$ cat config.mk
export PLATFORM = sky130hd
export DESIGN_NAME = spi_slv_top
export DESIGN_NICKNAME = d
export VERILOG_FILES = /design/src/rtl/spi_slv_pkg.sv /design/src/rtl/spi_slv_sync.sv /design/src/rtl/spi_slv_shift.sv /design/src/rtl/spi_slv_regs.sv /design/src/rtl/spi_slv_top.sv
export SDC_FILE = /design/constraint.sdc
export NUM_CORES = 1
export LEC_CHECK = 0
export ABC_AREA = 1
export BUFFER_PORTS_ARGS = -buffer_cell sky130_fd_sc_hd__buf_4
export CAP_MARGIN = 15
export CORE_ASPECT_RATIO = 2
export CORE_MARGIN = 5
export CORE_UTILIZATION = 56
export DETAILED_ROUTE_END_ITERATION = 8
export GPL_TIMING_DRIVEN = 0
export PLACE_DENSITY = 0.78
export SKIP_LAST_GASP = 1
export SYNTH_ARGS = -nofsm -noshare
export SYNTH_HDL_FRONTEND = slang
export SYNTH_HIERARCHICAL = 1
export SYNTH_SLANG_ARGS = --single-unit
$ cat constraint.sdc
create_clock -name clk_i -period 1.98 [get_ports clk_i]
set_clock_uncertainty 0.2 [all_clocks]
set_input_delay 0.297 -clock clk_i [delete_from_list [all_inputs] [get_ports clk_i]]
set_output_delay 0.297 -clock clk_i [all_outputs]
set_load 0.03 [all_outputs]
$ cat src/rtl/spi_slv_pkg.sv
package spi_slv_pkg;
  parameter int unsigned DEF_DATA_W = 8;
  parameter int unsigned DEF_SYNC_STAGES = 2;

  typedef struct packed {
    logic rise;
    logic fall;
  } sck_edge_t;
endpackage

$ cat src/rtl/spi_slv_sync.sv
module spi_slv_sync #(
  parameter int unsigned WIDTH = 1,
  parameter int unsigned STAGES = 2,
  parameter logic [WIDTH-1:0] RST_VAL = '0
) (
  input  logic             clk_i,
  input  logic             rst_ni,
  input  logic [WIDTH-1:0] d_i,
  output logic [WIDTH-1:0] q_o
);
  logic [WIDTH-1:0] stage_q [STAGES];

  for (genvar g = 0; g < STAGES; g++) begin : g_stage
    always_ff @(posedge clk_i or negedge rst_ni) begin
      if (!rst_ni) stage_q[g] <= RST_VAL;
      else if (g == 0) stage_q[g] <= d_i;
      else stage_q[g] <= stage_q[(g == 0) ? 0 : g-1];
    end
  end

  assign q_o = stage_q[STAGES-1];
endmodule

$ cat src/rtl/spi_slv_shift.sv
module spi_slv_shift
  import spi_slv_pkg::*;
#(
  parameter int unsigned DATA_W = DEF_DATA_W,
  localparam int unsigned CNT_W = (DATA_W > 1) ? $clog2(DATA_W) : 1
) (
  input  logic              clk_i,
  input  logic              rst_ni,
  input  logic              sck_i,
  input  logic              mosi_i,
  input  logic              ss_act_i,
  input  logic              tx_full_i,
  input  logic [DATA_W-1:0] tx_word_i,
  output logic              load_o,
  output logic              done_o,
  output logic [DATA_W-1:0] rx_word_o,
  output logic              miso_o,
  output logic [CNT_W-1:0]  bit_cnt_o
);
  localparam logic [CNT_W-1:0] LAST = CNT_W'(DATA_W-1);

  logic              sck_q;
  sck_edge_t         edge_s;
  logic [CNT_W-1:0]  bit_cnt_q;
  logic [DATA_W-1:0] tx_sh_q;
  logic [DATA_W-1:0] rx_sh_q;

  assign edge_s.rise = sck_i & ~sck_q;
  assign edge_s.fall = ~sck_i & sck_q;

  // character start: leading edge with nothing shifted yet
  assign load_o    = ss_act_i & edge_s.rise & (bit_cnt_q == '0);
  assign done_o    = ss_act_i & edge_s.fall & (bit_cnt_q == LAST);
  assign rx_word_o = {rx_sh_q[DATA_W-2:0], mosi_i};

  always_ff @(posedge clk_i or negedge rst_ni) begin
    if (!rst_ni) begin
      sck_q     <= 1'b0;
      bit_cnt_q <= '0;
      tx_sh_q   <= '1;
      rx_sh_q   <= '0;
    end else begin
      sck_q <= sck_i;
      if (!ss_act_i) begin
        bit_cnt_q <= '0;
        tx_sh_q   <= '1;
        rx_sh_q   <= '0;
      end else begin
        if (edge_s.rise) begin
          if (bit_cnt_q == '0) tx_sh_q <= tx_full_i ? tx_word_i : '1;
          else tx_sh_q <= {tx_sh_q[DATA_W-2:0], 1'b1};
        end
        if (edge_s.fall) begin
          rx_sh_q   <= {rx_sh_q[DATA_W-2:0], mosi_i};
          bit_cnt_q <= (bit_cnt_q == LAST) ? '0 : bit_cnt_q + 1'b1;
        end
      end
    end
  end

  assign miso_o    = tx_sh_q[DATA_W-1];
  assign bit_cnt_o = bit_cnt_q;
endmodule

$ cat src/rtl/spi_slv_regs.sv
module spi_slv_regs
  import spi_slv_pkg::*;
#(
  parameter int unsigned DATA_W = DEF_DATA_W
) (
  input  logic              clk_i,
  input  logic              rst_ni,
  input  logic              tx_wr_i,
  input  logic [DATA_W-1:0] tx_data_i,
  input  logic              load_i,
  input  logic              done_i,
  input  logic [DATA_W-1:0] rx_word_i,
  input  logic              rx_rd_i,
  input  logic              rst_sta_i,
  output logic [DATA_W-1:0] tx_word_o,
  output logic              tx_full_o,
  output logic [DATA_W-1:0] rx_data_o,
  output logic              rx_rdy_o,
  output logic              underrun_o,
  output logic              overrun_o
);
  logic [DATA_W-1:0] thr_q, rhr_q;
  logic              thr_full_q, rx_rdy_q, unre_q, ovre_q;

  always_ff @(posedge clk_i or negedge rst_ni) begin
    if (!rst_ni) begin
      thr_q      <= '0;
      thr_full_q <= 1'b0;
    end else begin
      if (tx_wr_i && !thr_full_q) begin
        thr_q      <= tx_data_i;
        thr_full_q <= 1'b1;
      end else if (load_i) begin
        thr_full_q <= 1'b0;
      end
    end
  end

  always_ff @(posedge clk_i or negedge rst_ni) begin
    if (!rst_ni) begin
      rhr_q    <= '0;
      rx_rdy_q <= 1'b0;
    end else if (done_i) begin
      rhr_q    <= rx_word_i;
      rx_rdy_q <= 1'b1;
    end else if (rx_rd_i) begin
      rx_rdy_q <= 1'b0;
    end
  end

  // setting wins over a clear in the same cycle
  always_ff @(posedge clk_i or negedge rst_ni) begin
    if (!rst_ni) begin
      unre_q <= 1'b0;
      ovre_q <= 1'b0;
    end else begin
      if (load_i && !thr_full_q) unre_q <= 1'b1;
      else if (rst_sta_i) unre_q <= 1'b0;
      if (done_i && rx_rdy_q && !rx_rd_i) ovre_q <= 1'b1;
      else if (rst_sta_i) ovre_q <= 1'b0;
    end
  end

  assign tx_word_o  = thr_q;
  assign tx_full_o  = thr_full_q;
  assign rx_data_o  = rhr_q;
  assign rx_rdy_o   = rx_rdy_q;
  assign underrun_o = unre_q;
  assign overrun_o  = ovre_q;
endmodule

$ cat src/rtl/spi_slv_top.sv
module spi_slv_top
  import spi_slv_pkg::*;
#(
  parameter int unsigned DATA_W = DEF_DATA_W,
  parameter int unsigned SYNC_STAGES = DEF_SYNC_STAGES,
  localparam int unsigned CNT_W = (DATA_W > 1) ? $clog2(DATA_W) : 1
) (
  input  logic              clk_i,
  input  logic              rst_ni,
  input  logic              sck_i,
  input  logic              mosi_i,
  input  logic              ss_ni,
  output logic              miso_o,
  input  logic              tx_wr_i,
  input  logic [DATA_W-1:0] tx_data_i,
  output logic              tx_rdy_o,
  input  logic              rx_rd_i,
  output logic [DATA_W-1:0] rx_data_o,
  output logic              rx_rdy_o,
  input  logic              rst_sta_i,
  output logic              underrun_o,
  output logic              overrun_o
);
  logic [2:0]        pins_sync;
  logic              sck_s, mosi_s, ss_act;
  logic              ld_req, rx_done, tx_full;
  logic [DATA_W-1:0] tx_word, rx_word;
  logic [CNT_W-1:0]  bit_cnt;

  spi_slv_sync #(
    .WIDTH  (3),
    .STAGES (SYNC_STAGES),
    .RST_VAL(3'b100)
  ) i_sync (
    .clk_i (clk_i),
    .rst_ni(rst_ni),
    .d_i   ({ss_ni, mosi_i, sck_i}),
    .q_o   (pins_sync)
  );

  assign sck_s  = pins_sync[0];
  assign mosi_s = pins_sync[1];
  assign ss_act = ~pins_sync[2];

  spi_slv_shift #(.DATA_W(DATA_W)) i_shift (
    .clk_i    (clk_i),
    .rst_ni   (rst_ni),
    .sck_i    (sck_s),
    .mosi_i   (mosi_s),
    .ss_act_i (ss_act),
    .tx_full_i(tx_full),
    .tx_word_i(tx_word),
    .load_o   (ld_req),
    .done_o   (rx_done),
    .rx_word_o(rx_word),
    .miso_o   (miso_o),
    .bit_cnt_o(bit_cnt)
  );

  spi_slv_regs #(.DATA_W(DATA_W)) i_regs (
    .clk_i     (clk_i),
    .rst_ni    (rst_ni),
    .tx_wr_i   (tx_wr_i),
    .tx_data_i (tx_data_i),
    .load_i    (ld_req),
    .done_i    (rx_done),
    .rx_word_i (rx_word),
    .rx_rd_i   (rx_rd_i),
    .rst_sta_i (rst_sta_i),
    .tx_word_o (tx_word),
    .tx_full_o (tx_full),
    .rx_data_o (rx_data_o),
    .rx_rdy_o  (rx_rdy_o),
    .underrun_o(underrun_o),
    .overrun_o (overrun_o)
  );

  assign tx_rdy_o = ~tx_full;
endmodule

==> results.py <==
metrics = {
    "synth": {
        "yosysTopAreaCell": "dfrtp_1",
        "syn_inst": 227,
        "ys_dominant_reg_cell": "dfrtp_1",
        "synth_common_cells": "86 x nand2_1, 38 x inv_1, 35 x dfrtp_1",
        "async_flop_share_pct": 100.0,
        "avgSynthCellArea_um2": 8.703,
        "yosysMostFrequentCell": "nand2_1",
        "netlist_area_um2": 1976,
        "yosysSeqAreaShare_pct": 57.63,
        "synth_cell_types": 19,
        "synth-edff-count": 0,
        "syn_nets": 246,
        "ys_ff_latch": 45,
        "synth_warnings": 6,
        "netlist.area_leader.share_pct": 44.33,
        "synth_area_leaders": "dfrtp_1 44%, nand2_1 16%, dfstp_2 13%",
    },
    "setup_path": {
        "cp.arrival_ns": 1.60,
        "critPathMaxFanout": 10,
        "worstRegToRegCells": 8,
        "worstSetupPathType": "flip-flop to flip-flop",
        "worstPathRequired_ns": 1.96,
        "start_kind": "flip-flop",
        "critPathCaptureType": "flip-flop",
    },
    "min_path": {
        "hold_depth": 3,
        "min_path_type": "input pin to flip-flop",
    },
    "timing": {
        "tns_ns": 0,
        "hold_violations": 0,
        "rsz0062_at_grt": "false",
        "slew-limit-headroom_pct": 63.93,
        "slew_viol_final": 0,
        "finalCriticalPeriod_ns": 1.621,
        "max_freq_ghz": 0.6170,
        "finalCritPeriodShare_pct": 81.85,
        "tightest_slew_ns": 0.5410,
        "setup_violations": 0,
    },
    "clock_tree": {
        "cts-root-buf": "clkbuf_8",
        "cts_buffers": 5,
        "cts.sinks": 45,
        "postCtsHoldBufs": 4,
        "clkLatencyLatePin_ns": 0.29,
        "clk_path_buf_depth": 2,
        "path_clk_slew_ns": 0.07,
        "tritoncts": "built",
        "postCtsSetupRepairBufs": 0,
        "cts_max_level": 2,
        "cts_resized": 0,
    },
    "job": {
        "max_cap_violations": 0,
    },
    "place": {
        "dp_cells": 302,
        "port_buffers": 27,
        "dp_hpwl_um": 2441,
        "gp_congestion": 0.7701,
    },
    "cells_and_area": {
        "fillers": 303,
        "num-nets-final": 284,
        "multiInputGateArea_um2": 585.6,
        "seqCellArea_um2": 1139,
        "syn2layout_area_growth_pct": 19.89,
        "drive_above_1_share_pct": 23.68,
        "diodes": 0,
        "final_cells": 314,
    },
    "drt": {
        "wirelength_um": 3281,
        "drt_iter0_drc": 12,
        "ant_nets": 0,
        "dr.pass1.iters": 4,
        "wire_per_inst_um": 10.45,
        "drc": 0,
        "vias": 1449,
        "avgViaCountPerCell": 4.615,
    },
    "floorplan": {
        "coreArea_um2": 3416,
        "dieHeight_um": 94,
        "start_util_pct": 57.84,
        "io-pin-count": 29,
        "die_area_um2": 4888,
        "rows": 30,
        "die_x_um": 52,
    },
    "global_route": {
        "grt_pass1_wl_um": 5858,
        "antenna_found_initial": 0,
        "grt_overflow": 0,
        "grt_max_degree": 46,
        "grt_usage_pct": 16.05,
        "grt_pass1_vias": 1459,
    },
    "pwr": {
        "power_mw": 2.216,
        "ir_drop_mv": 0.8136,
        "power_density_nw_per_um2": 935.7,
        "p_leak_nw": 1.354,
    },
    "outcome": {
        "outcome": "completed",
    },
}
[path summary, 6_finish.rpt]
kind                                   start                   to  slack (ns)
min in group asynchronous             rst_ni  i_regs/rx_data_o[1]        0.34
min reg2reg                i_sync/stage_q[4]        i_sync/q_o[1]        0.16
min                             tx_data_i[3]  i_regs/tx_word_o[3]        0.04
max                            i_sync/q_o[2]      i_regs/rx_rdy_o        0.36
max in group asynchronous             rst_ni   i_shift/tx_sh_q[5]        0.85
max reg2reg                    i_sync/q_o[2]      i_regs/rx_rdy_o        0.36
[stage by stage]
stage	hold slack [ns]	cell area [um2]	util (%)	setup slack (ns)
final	0.03574	2369	69.34	0.3594
after global routing	0.02250	2369	69.34	0.2523
after CTS	0.02649	2369	69.34	0.3354
after detailed placement	0.1226	2238	65.53	0.3575
after global placement	0.1240	2238	65.53	0.3720
after floorplan	-0.1986	1976	-	0.4686
[cell families after synthesis]
logic type                 share of synthesized area [%]
and+or+nand+nor                                    23.62
AOI/OAI and AO/OA                                  4.116
DFF                                                57.63
adders and majority gates                          1.900
buffers and inverters                              12.73
[flip-flops by register name (all words and copies together) (netlist names)]
signal and cells:
i_regs/rx_data_o 8, i_regs/tx_word_o 8, i_shift/tx_sh_q 8, i_shift/rx_sh_q 7
i_shift/bit_cnt_o 3, i_sync/q_o 3, i_sync/stage_q 3, i_regs/overrun_o 1
i_regs/rx_rdy_o 1, i_regs/tx_full_o 1, i_regs/underrun_o 1, i_shift/sck_q 1
[final cells by class]
cell class	count	area share, %
Timing Repair Buffer	31	10.25
Multi-Input combinational cell	129	24.72
Buffer	10	3.698
Inverter	43	6.920
Tap cell	48	2.536
Sequential cell	45	48.07
Clock buffer	8	3.803
[layout by cell type, fill, tap and decap left out, types with 2 or more instances in the layout]
cell	synthesis	final
buf_4	5	32
o21ai_2	2	2
clkbuf_1	0	2
nand3_1	20	20
ha_1	3	3
nand2_1	86	86
inv_2	4	4
dlygate4sd3_1	0	4
nor2_1	4	4
o21ai_1	3	3
inv_1	38	38
buf_6	4	4
clkbuf_8	0	6
o22ai_1	7	7
dfrtp_1	35	35
dfstp_2	10	10
[where the power goes]
group / switching (mW) / internal (mW) / total, mW
registers: 0.0663 / 1.06 / 1.13
logic: 0.319 / 0.211 / 0.531
clock network: 0.273 / 0.284 / 0.558
total: 0.659 / 1.56 / 2.22
[worst max-delay path, cell delays in order (launching register included)]
cell      delay [ns]
dfstp_2         0.52
buf_4           0.09
inv_1           0.03
buf_4           0.15
nand3b_2        0.17
nor2_1          0.08
buf_6           0.15
inv_4           0.09
nand2_1         0.06
[routing by layer]
metal	track usage (%)	wire, um	share of wire [%]	vias to the layer above
li1	-	-	-	752
met1	15.07	1204	37	660
met2	29.73	1832	56	29
met3	3.975	158	4.8	8
met4	8.972	85	2.6	0
met5	0	0	0	-
Power figures use the tool's default switching activity.
